## src/rtl/radio_pkt_ser_pkg.sv

```systemverilog
package radio_pkt_ser_pkg;
  typedef enum logic [0:0] {
    ST_IDLE = 1'b0,
    ST_SEND = 1'b1
  } ser_state_e;

  localparam int unsigned CRC_W    = 16;
  localparam logic [15:0] CRC_POLY = 16'h1021;
  localparam logic [15:0] CRC_INIT = 16'hFFFF;
  localparam logic [7:0]  PRE_BYTE = 8'hAA;
endpackage

```

## src/rtl/dclk_edge_sync.sv

```systemverilog
module dclk_edge_sync #(
  parameter int unsigned STAGES = 2
) (
  input  logic clk_i,
  input  logic rst_ni,
  input  logic dclk_i,
  output logic rise_o
);
  logic [STAGES-1:0] sync_q;
  logic              prev_q;

  always_ff @(posedge clk_i or negedge rst_ni) begin
    if (!rst_ni) begin
      sync_q <= '0;
      prev_q <= 1'b0;
    end else begin
      sync_q <= {sync_q[STAGES-2:0], dclk_i};
      prev_q <= sync_q[STAGES-1];
    end
  end

  assign rise_o = sync_q[STAGES-1] & ~prev_q;
endmodule

```

## src/rtl/crc16_calc.sv

```systemverilog
module crc16_calc
  import radio_pkt_ser_pkg::*;
#(
  parameter int unsigned DATA_W = 32
) (
  input  logic [DATA_W-1:0] data_i,
  output logic [CRC_W-1:0]  crc_o
);
  // bitwise MSB-first, no reflection, no final xor
  always_comb begin
    logic [CRC_W-1:0] c;
    logic             fb;
    c = CRC_INIT;
    for (int i = DATA_W - 1; i >= 0; i--) begin
      fb = c[CRC_W-1] ^ data_i[i];
      c  = {c[CRC_W-2:0], 1'b0};
      if (fb) c = c ^ CRC_POLY;
    end
    crc_o = c;
  end
endmodule

```

## src/rtl/frame_builder.sv

```systemverilog
module frame_builder
  import radio_pkt_ser_pkg::*;
#(
  parameter int unsigned   PRE_BYTES = 8,
  parameter int unsigned   SYNC_W    = 24,
  parameter logic [SYNC_W-1:0] SYNC_WORD = 24'h5AC396,
  parameter int unsigned   PAY_W     = 32,
  localparam int unsigned  PRE_W     = PRE_BYTES * 8,
  localparam int unsigned  FRAME_W   = PRE_W + SYNC_W + PAY_W + CRC_W
) (
  input  logic [PAY_W-1:0]   payload_i,
  input  logic [CRC_W-1:0]   crc_i,
  output logic [FRAME_W-1:0] frame_o
);
  logic [PRE_W-1:0] pre;

  for (genvar g = 0; g < PRE_BYTES; g++) begin : g_pre
    assign pre[g*8 +: 8] = PRE_BYTE;
  end

  assign frame_o = {pre, SYNC_WORD, payload_i, crc_i};
endmodule

```

## src/rtl/bit_shifter.sv

```systemverilog
module bit_shifter
  import radio_pkt_ser_pkg::*;
#(
  parameter int unsigned  FRAME_W = 136,
  localparam int unsigned CNT_W   = $clog2(FRAME_W + 1)
) (
  input  logic               clk_i,
  input  logic               rst_ni,
  input  logic               start_i,
  input  logic [FRAME_W-1:0] frame_i,
  input  logic               rise_i,
  output logic               sel_o,
  output logic               data_o,
  output logic               busy_o,
  output logic               done_o
);
  ser_state_e         state_q;
  logic [FRAME_W-1:0] shreg_q;
  logic [CNT_W-1:0]   cnt_q;

  always_ff @(posedge clk_i or negedge rst_ni) begin
    if (!rst_ni) begin
      state_q <= ST_IDLE;
      shreg_q <= '0;
      cnt_q   <= '0;
      sel_o   <= 1'b0;
      data_o  <= 1'b0;
      done_o  <= 1'b0;
    end else begin
      done_o <= 1'b0;
      unique case (state_q)
        ST_IDLE: begin
          if (start_i) begin
            shreg_q <= frame_i;
            cnt_q   <= '0;
            sel_o   <= 1'b1;
            state_q <= ST_SEND;
          end
        end
        ST_SEND: begin
          if (rise_i) begin
            if (cnt_q == CNT_W'(FRAME_W)) begin
              // edge after last bit closes the packet
              state_q <= ST_IDLE;
              sel_o   <= 1'b0;
              data_o  <= 1'b0;
              done_o  <= 1'b1;
            end else begin
              data_o  <= shreg_q[FRAME_W-1];
              shreg_q <= {shreg_q[FRAME_W-2:0], 1'b0};
              cnt_q   <= cnt_q + 1'b1;
            end
          end
        end
        default: state_q <= ST_IDLE;
      endcase
    end
  end

  assign busy_o = (state_q == ST_SEND);
endmodule

```

## src/rtl/radio_pkt_ser.sv

```systemverilog
module radio_pkt_ser
  import radio_pkt_ser_pkg::*;
#(
  parameter int unsigned       PRE_BYTES   = 8,
  parameter int unsigned       SYNC_W      = 24,
  parameter logic [SYNC_W-1:0] SYNC_WORD   = 24'h5AC396,
  parameter int unsigned       SYNC_STAGES = 2,
  localparam int unsigned      PAY_W       = 32,
  localparam int unsigned      FRAME_W     = PRE_BYTES * 8 + SYNC_W + PAY_W + CRC_W
) (
  input  logic             clk_i,
  input  logic             rst_ni,
  input  logic             start_i,
  input  logic [PAY_W-1:0] payload_i,
  input  logic             dclk_i,
  output logic             sel_o,
  output logic             data_o,
  output logic             busy_o,
  output logic             done_o
);
  logic               dclk_rise;
  logic [CRC_W-1:0]   crc;
  logic [FRAME_W-1:0] frame;

  dclk_edge_sync #(.STAGES(SYNC_STAGES)) u_sync (
    .clk_i  (clk_i),
    .rst_ni (rst_ni),
    .dclk_i (dclk_i),
    .rise_o (dclk_rise)
  );

  crc16_calc #(.DATA_W(PAY_W)) u_crc (
    .data_i (payload_i),
    .crc_o  (crc)
  );

  frame_builder #(
    .PRE_BYTES (PRE_BYTES),
    .SYNC_W    (SYNC_W),
    .SYNC_WORD (SYNC_WORD),
    .PAY_W     (PAY_W)
  ) u_frame (
    .payload_i (payload_i),
    .crc_i     (crc),
    .frame_o   (frame)
  );

  bit_shifter #(.FRAME_W(FRAME_W)) u_shift (
    .clk_i   (clk_i),
    .rst_ni  (rst_ni),
    .start_i (start_i),
    .frame_i (frame),
    .rise_i  (dclk_rise),
    .sel_o   (sel_o),
    .data_o  (data_o),
    .busy_o  (busy_o),
    .done_o  (done_o)
  );
endmodule

```

## config.mk

```make
export PLATFORM = sky130hd
export DESIGN_NAME = radio_pkt_ser
export DESIGN_NICKNAME = d
export VERILOG_FILES = /design/src/rtl/radio_pkt_ser_pkg.sv /design/src/rtl/dclk_edge_sync.sv /design/src/rtl/crc16_calc.sv /design/src/rtl/frame_builder.sv /design/src/rtl/bit_shifter.sv /design/src/rtl/radio_pkt_ser.sv
export SDC_FILE = /design/constraint.sdc
export NUM_CORES = 1
export LEC_CHECK = 0
export BUFFER_PORTS_ARGS = -buffer_cell sky130_fd_sc_hd__buf_4
export CORE_UTILIZATION = 40
export DETAILED_ROUTE_END_ITERATION = 12
export GPL_TIMING_DRIVEN = 0
export PLACE_DENSITY = 0.65
export SLEW_MARGIN = 20
export SYNTH_ARGS = -nofsm -noshare
export SYNTH_HDL_FRONTEND = slang
export SYNTH_HIERARCHICAL = 1
export SYNTH_SLANG_ARGS = --single-unit
```

## constraint.sdc

```tcl
create_clock -name clk_i -period 3.7 [get_ports clk_i]
set_input_delay 0.185 -clock clk_i [delete_from_list [all_inputs] [get_ports clk_i]]
set_output_delay 0.185 -clock clk_i [all_outputs]
set_load 0.02 [all_outputs]
```

==> results of run 1 <==
-- critical path, cell delays in order --
cell	delay, ns
buf_4	0.15
xnor3_1	0.43
xnor3_2	0.50
xnor3_2	0.47
xnor3_1	0.42
buf_4	0.14
mux2_2	0.25
mux2_4	0.26
-- final cells by class --
type	instances	area [µm²]
fillers	2202	12750
multi-input cells	477	5130
flip-flops and latches	151	3779
plain buffers	169	1353
clock buffers	22	494.2
well taps	324	405.4
repair buffers	41	342.8
clock inverters	10	116.4
inverters	6	22.52
-- cells by family after synthesis --
logic type      after synthesis  share of synthesized area [%]
compound gates               17                          1.419
fa+ha+maj                     2                         0.2512
buf+inv                     175                          13.80
flops                       151                          37.93
xor+xnor                     71                          10.25
mux                         270                          34.52
simple gates                 29                          1.746
other cells                   2                        0.07540
-- synth_stat cells, drive strengths merged --
| library cell | n | area share (%) |
|---|---|---|
| o22ai | 2 | 0.13 |
| o21ai | 1 | 0.050 |
| and3 | 3 | 0.19 |
| inv | 6 | 0.23 |
| ha | 2 | 0.25 |
| nor2 | 5 | 0.19 |
| a22o | 3 | 0.26 |
| a211oi | 1 | 0.075 |
| buf | 154 | 13 |
| dfrtp | 151 | 38 |
| o22a | 1 | 0.088 |
| a21o | 2 | 0.15 |
| xor2 | 5 | 0.44 |
| nand4b | 2 | 0.18 |
| nor3 | 1 | 0.050 |
| nor3b | 1 | 0.19 |
| xnor2 | 40 | 3.7 |
| xnor3 | 19 | 4.4 |
| clkbuf | 15 | 0.57 |
| conb | 2 | 0.075 |
| a32o | 1 | 0.10 |
| nand3 | 3 | 0.15 |
| and4bb | 1 | 0.16 |
| xor3 | 7 | 1.7 |
| nand4 | 2 | 0.13 |
| nor2b | 1 | 0.14 |
| nand2 | 10 | 0.38 |
| o32ai | 1 | 0.088 |
| a21oi | 5 | 0.48 |
| mux2 | 270 | 35 |
-- metal layers --
metal	wire length [µm]	part of all wire, %
met5	0	0
met4	204	1.2
met3	434	2.6
met2	7882	48
met1	8060	49
-- state kept, by name, summed over array words and instances (netlist names) --
name             flops
u_sync/prev_q        1
u_shift/sel_o        1
u_shift/data_o       1
u_shift/busy_o       1
u_sync/sync_q        2
u_shift/shreg_q    136
u_shift/done_o       1
u_shift/cnt_q        8
-- final timing paths --
| check | from | end | slack, ns | cells after the start |
|---|---|---|---|---|
| worst min-delay path | payload_i[30] | u_shift/shreg_q[46] | 0.12 | 3 |
| worst max-delay path | payload_i[21] | u_shift/shreg_q[13] | 1.21 | 8 |
| worst max register to register | u_shift/busy_o | u_shift/shreg_q[81] | 1.49 | 5 |
| min in group asynchronous | rst_ni | u_shift/shreg_q[86] | 0.29 | 2 |
| worst min register to register | u_sync/sync_q[0] | u_sync/sync_q[1] | 0.34 | 0 |
| max in group asynchronous | rst_ni | u_shift/shreg_q[24] | 2.57 | 3 |
-- power breakdown --
group	switching, mW	internal [mW]
Combinational	0.838	2.18
Clock	0.723	1.08
Sequential	0.406	2.39
-- stage by stage --
| stage | area (µm²) | total power [mW] | hold WS (ns) |
|---|---|---|---|
| 4_1_cts | 11640 | 7.721 | 0.1034 |
| 3_5_place_dp | 11000 | 5.842 | 0.1752 |
| 2_1_floorplan | 10280 | 5.338 | -0.1106 |
| 6_report | 11640 | 7.623 | 0.1163 |
| 5_1_grt | 11640 | 8.084 | 0.1102 |
| 3_3_place_gp | 10970 | 5.774 | 0.2963 |
-- placed cells by master, fill, tap and decap left out, drive strengths merged, types with 7 or more instances in the layout --
cell / n
dfrtp: 151
conb: 88
mux2: 270
xnor3: 19
clkbuf: 37
nand2: 10
inv: 7
buf: 192
xor3: 7
xnor2: 40
-- timing repair --
action | in CTS | in global routing
buffers inserted | 0 | 0
endpoints found under the hold margin | 64 | 0
hold buffers | 3 | 0
==> impl_metrics.env, run 1 <==
export IMPL_grt_setup_unrepaired="false"
export IMPL_antenna_found_initial=0
export IMPL_met3_usage_pct=3.117
export IMPL_drtPass1Iterations=4
export IMPL_setup_viol=0
export IMPL_num_rows=57
export IMPL_final_util_pct=47.73
export IMPL_layout_cells_non_filler=1200
export IMPL_clock_latency_ns=0.42
export IMPL_tns_ns=0
export IMPL_via_per_inst=4.336
export IMPL_finalMaxSlewViolations=0
export IMPL_hold_violations=0
export IMPL_seq_area_frac_synth_pct=37.93
export IMPL_cp_end_kind="register"
export IMPL_cts_buffer_depth=2
export IMPL_coreArea_um2=24390
export IMPL_clockRootBuffer="clkbuf_16"
export IMPL_globalplace_congestion=0.7429
export IMPL_tightest_slew_ns=0.6246
export IMPL_grt_util_met2_pct=22.31
export IMPL_cellPowerDensity_nw_per_um2=654.8
export IMPL_vias=5203
export IMPL_wirelength_um=16580
export IMPL_fin_nets=901
export IMPL_dp_cells=1165
export IMPL_clock_sinks=151
export IMPL_drt_initial_drc_count=166
export IMPL_fin_skew_ns=0.006573
export IMPL_avgSynthCellArea_um2=13.89
export IMPL_dp_hpwl_um=11200
export IMPL_io_buffers=37
export IMPL_startpoint_type="primary input"
export IMPL_max_freq_ghz=0.4015
export IMPL_syn_to_final_growth_pct=16.88
export IMPL_grt_pass1_vias=5477
export IMPL_peakVddDrop_uv=374.9
export IMPL_htree_num_levels=4
export IMPL_cts_resized=0
export IMPL_final_layout_size_suffix_gt1_share_pct=57.65
export IMPL_grt_overflow_total=0
export IMPL_dieArea_um2=25540
export IMPL_dieWidth_um=159.8
export IMPL_maxCapViolations=0
export IMPL_crit_required_ns=4.01
export IMPL_synthCells=717
export IMPL_pre_cts_ws_ns=0.7804
export IMPL_cts_tree="yes"
export IMPL_grt_pass1_wl_um=28380
export IMPL_min_period_over_period_pct=67.32
export IMPL_min_path_type="primary input to register"
export IMPL_crit_fanout=5
export IMPL_antenna_diode_count=0
export IMPL_synth_area_um2=9961
export IMPL_synth_seq_cells=151
export IMPL_post_route_min_period_ns=2.491
export IMPL_leakagePower_nw=6.108
export IMPL_drc_errors=0
export IMPL_busiest_layer="met2"
export IMPL_max_slew_margin_rel_pct=58.36
export IMPL_wire_per_inst_um=13.82
export IMPL_setup_slack_ns=1.209
export IMPL_critPathKind="primary input to register"
export IMPL_grt_usage_pct=14.06
export IMPL_netlist_cell_type_count=39
export IMPL_worstPathArrival_ns=2.80
export IMPL_ys_warnings_count=6
export IMPL_cts_buffers=17
export IMPL_grt_max_degree=90
export IMPL_die_h_um=159.8
export IMPL_pin_count=40
export IMPL_ant_nets=0
export IMPL_status="completed"
export IMPL_cts_clk_slew_worst_paths_ns=0.06
export IMPL_grt_use_met1_pct=19.00
export IMPL_initial_core_util_pct=40.84
Note: power is estimated with default switching activity, not from simulation.
==> inputs of run 2 (changes only) <==
clock period = 2.3 ns   (was 3.7 ns; I/O delays follow)
==> impl_metrics.env, run 2 (synthesized netlist as in run 1, its figures left out) <==
export IMPL_status="completed"
export IMPL_vias=5190
export IMPL_crit_fanout=4
export IMPL_busiest_layer="met2"
export IMPL_die_h_um=159.8
export IMPL_fill_cells=2222
export IMPL_regMostFlops="u_shift/shreg_q"
export IMPL_maxCapViolations=0
export IMPL_multiInputGateArea_um2=5165
export IMPL_drtPass1Iterations=4
export IMPL_leakagePower_nw=6.143
export IMPL_min_period_over_period_pct=97.97
export IMPL_met3_usage_pct=2.052
export IMPL_clock_latency_ns=0.43
export IMPL_grt_overflow_total=0
export IMPL_cp_end_kind="register"
export IMPL_design_area_um2=11670
export IMPL_cellPowerDensity_nw_per_um2=1043
export IMPL_max_slew_margin_rel_pct=60.69
export IMPL_min_path_type="primary input to register"
export IMPL_startpoint_type="primary input"
export IMPL_drt_initial_drc_count=210
export IMPL_cts_buffers=17
export IMPL_grt_pass1_vias=5465
export IMPL_htree_num_levels=4
export IMPL_wirelength_um=16320
export IMPL_clockRootBuffer="clkbuf_16"
export IMPL_pin_count=40
export IMPL_cts_buffer_depth=2
export IMPL_tightest_slew_ns=0.5897
export IMPL_crit_required_ns=2.60
export IMPL_initial_core_util_pct=40.84
export IMPL_total_power_mw=12.17
export IMPL_critPathKind="primary input to register"
export IMPL_crit_chain="buf_4 -> xnor3_2 -> xor2_1 -> xor3_1 -> xnor3_1 -> buf_4 -> mux2_2 -> mux2_4"
export IMPL_grt_util_met2_pct=21.83
export IMPL_clock_sinks=151
export IMPL_final_common_cell="buf_4"
export IMPL_drc_errors=0
export IMPL_setup_viol=0
export IMPL_post_route_min_period_ns=2.253
export IMPL_layout_common_cells="buf_4 (175), mux2_2 (164), dfrtp_1 (151)"
export IMPL_grt_setup_unrepaired="false"
export IMPL_grt_usage_pct=13.91
export IMPL_via_per_inst=4.321
export IMPL_cts_tree="yes"
export IMPL_io_buffers=37
export IMPL_wire_per_inst_um=13.59
export IMPL_max_freq_ghz=0.4438
export IMPL_finalMaxSlewViolations=0
export IMPL_peakVddDrop_uv=512.5
export IMPL_final_layout_size_suffix_gt1_share_pct=58.56
export IMPL_hold_violations=0
export IMPL_ant_nets=0
export IMPL_regArea_um2=3779
export IMPL_dieArea_um2=25540
export IMPL_worstPathArrival_ns=2.56
export IMPL_critical_path_most_common_cell="buf_4"
export IMPL_num_rows=57
export IMPL_fin_nets=901
export IMPL_antenna_found_initial=1
export IMPL_grt_pass1_wl_um=28190
export IMPL_globalplace_congestion=0.7639
export IMPL_reg_largest_list="u_shift/shreg_q x136, u_shift/cnt_q x8, u_sync/sync_q x2"
export IMPL_dieWidth_um=159.8
export IMPL_cts_clk_slew_worst_paths_ns=0.06
export IMPL_syn_to_final_growth_pct=17.21
export IMPL_coreArea_um2=24390
export IMPL_dp_hpwl_um=11170
export IMPL_cp_slowest_cell="xnor3_2"
export IMPL_largest_register_ffs=136
export IMPL_cts_setup_buffers=0
export IMPL_cpPeakStageDelay_ns=0.51
export IMPL_fin_skew_ns=0.01069
export IMPL_grt_max_degree=92
export IMPL_grt_use_met1_pct=19.29
export IMPL_placed_area_um2=11030
## run 2: layout make-up
cell class,count,area share [%]
antenna,1,0.02143
buffer,169,11.64
clock buffer,20,3.912
clock inverter,12,1.222
inverter,6,0.1929
multi-input combinational,477,44.24
sequential,151,32.37
tap,324,3.472
timing repair buffer,41,2.936
## run 2: path summary, 6_finish.rpt
check                            startpoint             endpoint  slack [ns]  cells past startpoint
max reg2reg                u_shift/cnt_q[0]  u_shift/shreg_q[38]        0.19                      8
min reg2reg                u_sync/sync_q[0]     u_sync/sync_q[1]        0.37                      0
min in group asynchronous            rst_ni  u_shift/shreg_q[94]        0.19                      2
max                           payload_i[23]   u_shift/shreg_q[8]        0.05                      8
max in group asynchronous            rst_ni  u_shift/shreg_q[26]        1.28                      3
min                           payload_i[30]  u_shift/shreg_q[46]        0.05                      3
## run 2: layer usage
metal | up-vias | part of all wire (%) | routed length (µm)
met5 | - | 0 | 0
met4 | 0 | 1.9 | 306
met3 | 19 | 2.1 | 340
met2 | 51 | 46 | 7531
met1 | 2551 | 50 | 8146
li1 | 2569 | - | -
## run 2: repair_timing
item / CTS / global route
resized for setup: 0 / 9
endpoints found under the hold margin: 63 / 0
setup endpoints to repair: 0 / 21
hold buffers: 3 / 0
## run 2: through the flow
step / cells / TNS [ns] / setup WS, ns / util (%) / hold WS, ns
floorplan: 803 / -0.1817 / -0.06700 / - / -0.1806
global placement: 1164 / -2.375 / -0.3667 / 45.08 / 0.2290
detailed placement: 1165 / -2.287 / -0.3650 / 45.22 / 0.09608
CTS: 1200 / 0 / 0.05179 / 47.80 / 0.04112
global route: 1201 / 0 / 0.01249 / 47.87 / 0.05041
finish: 1201 / 0 / 0.04678 / 47.87 / 0.05487
## run 2: worst max-delay path: cells and delay by family
kind      cells  cell delay (ns)
mux           2             0.50
xor+xnor      4             1.67
buf+inv       2             0.26
## run 2: power by group
part | internal, mW | switching (mW) | leakage, nW
registers | 3.84 | 0.659 | 1.98
clock network | 1.67 | 1.18 | 0.291
logic | 3.49 | 1.33 | 3.88
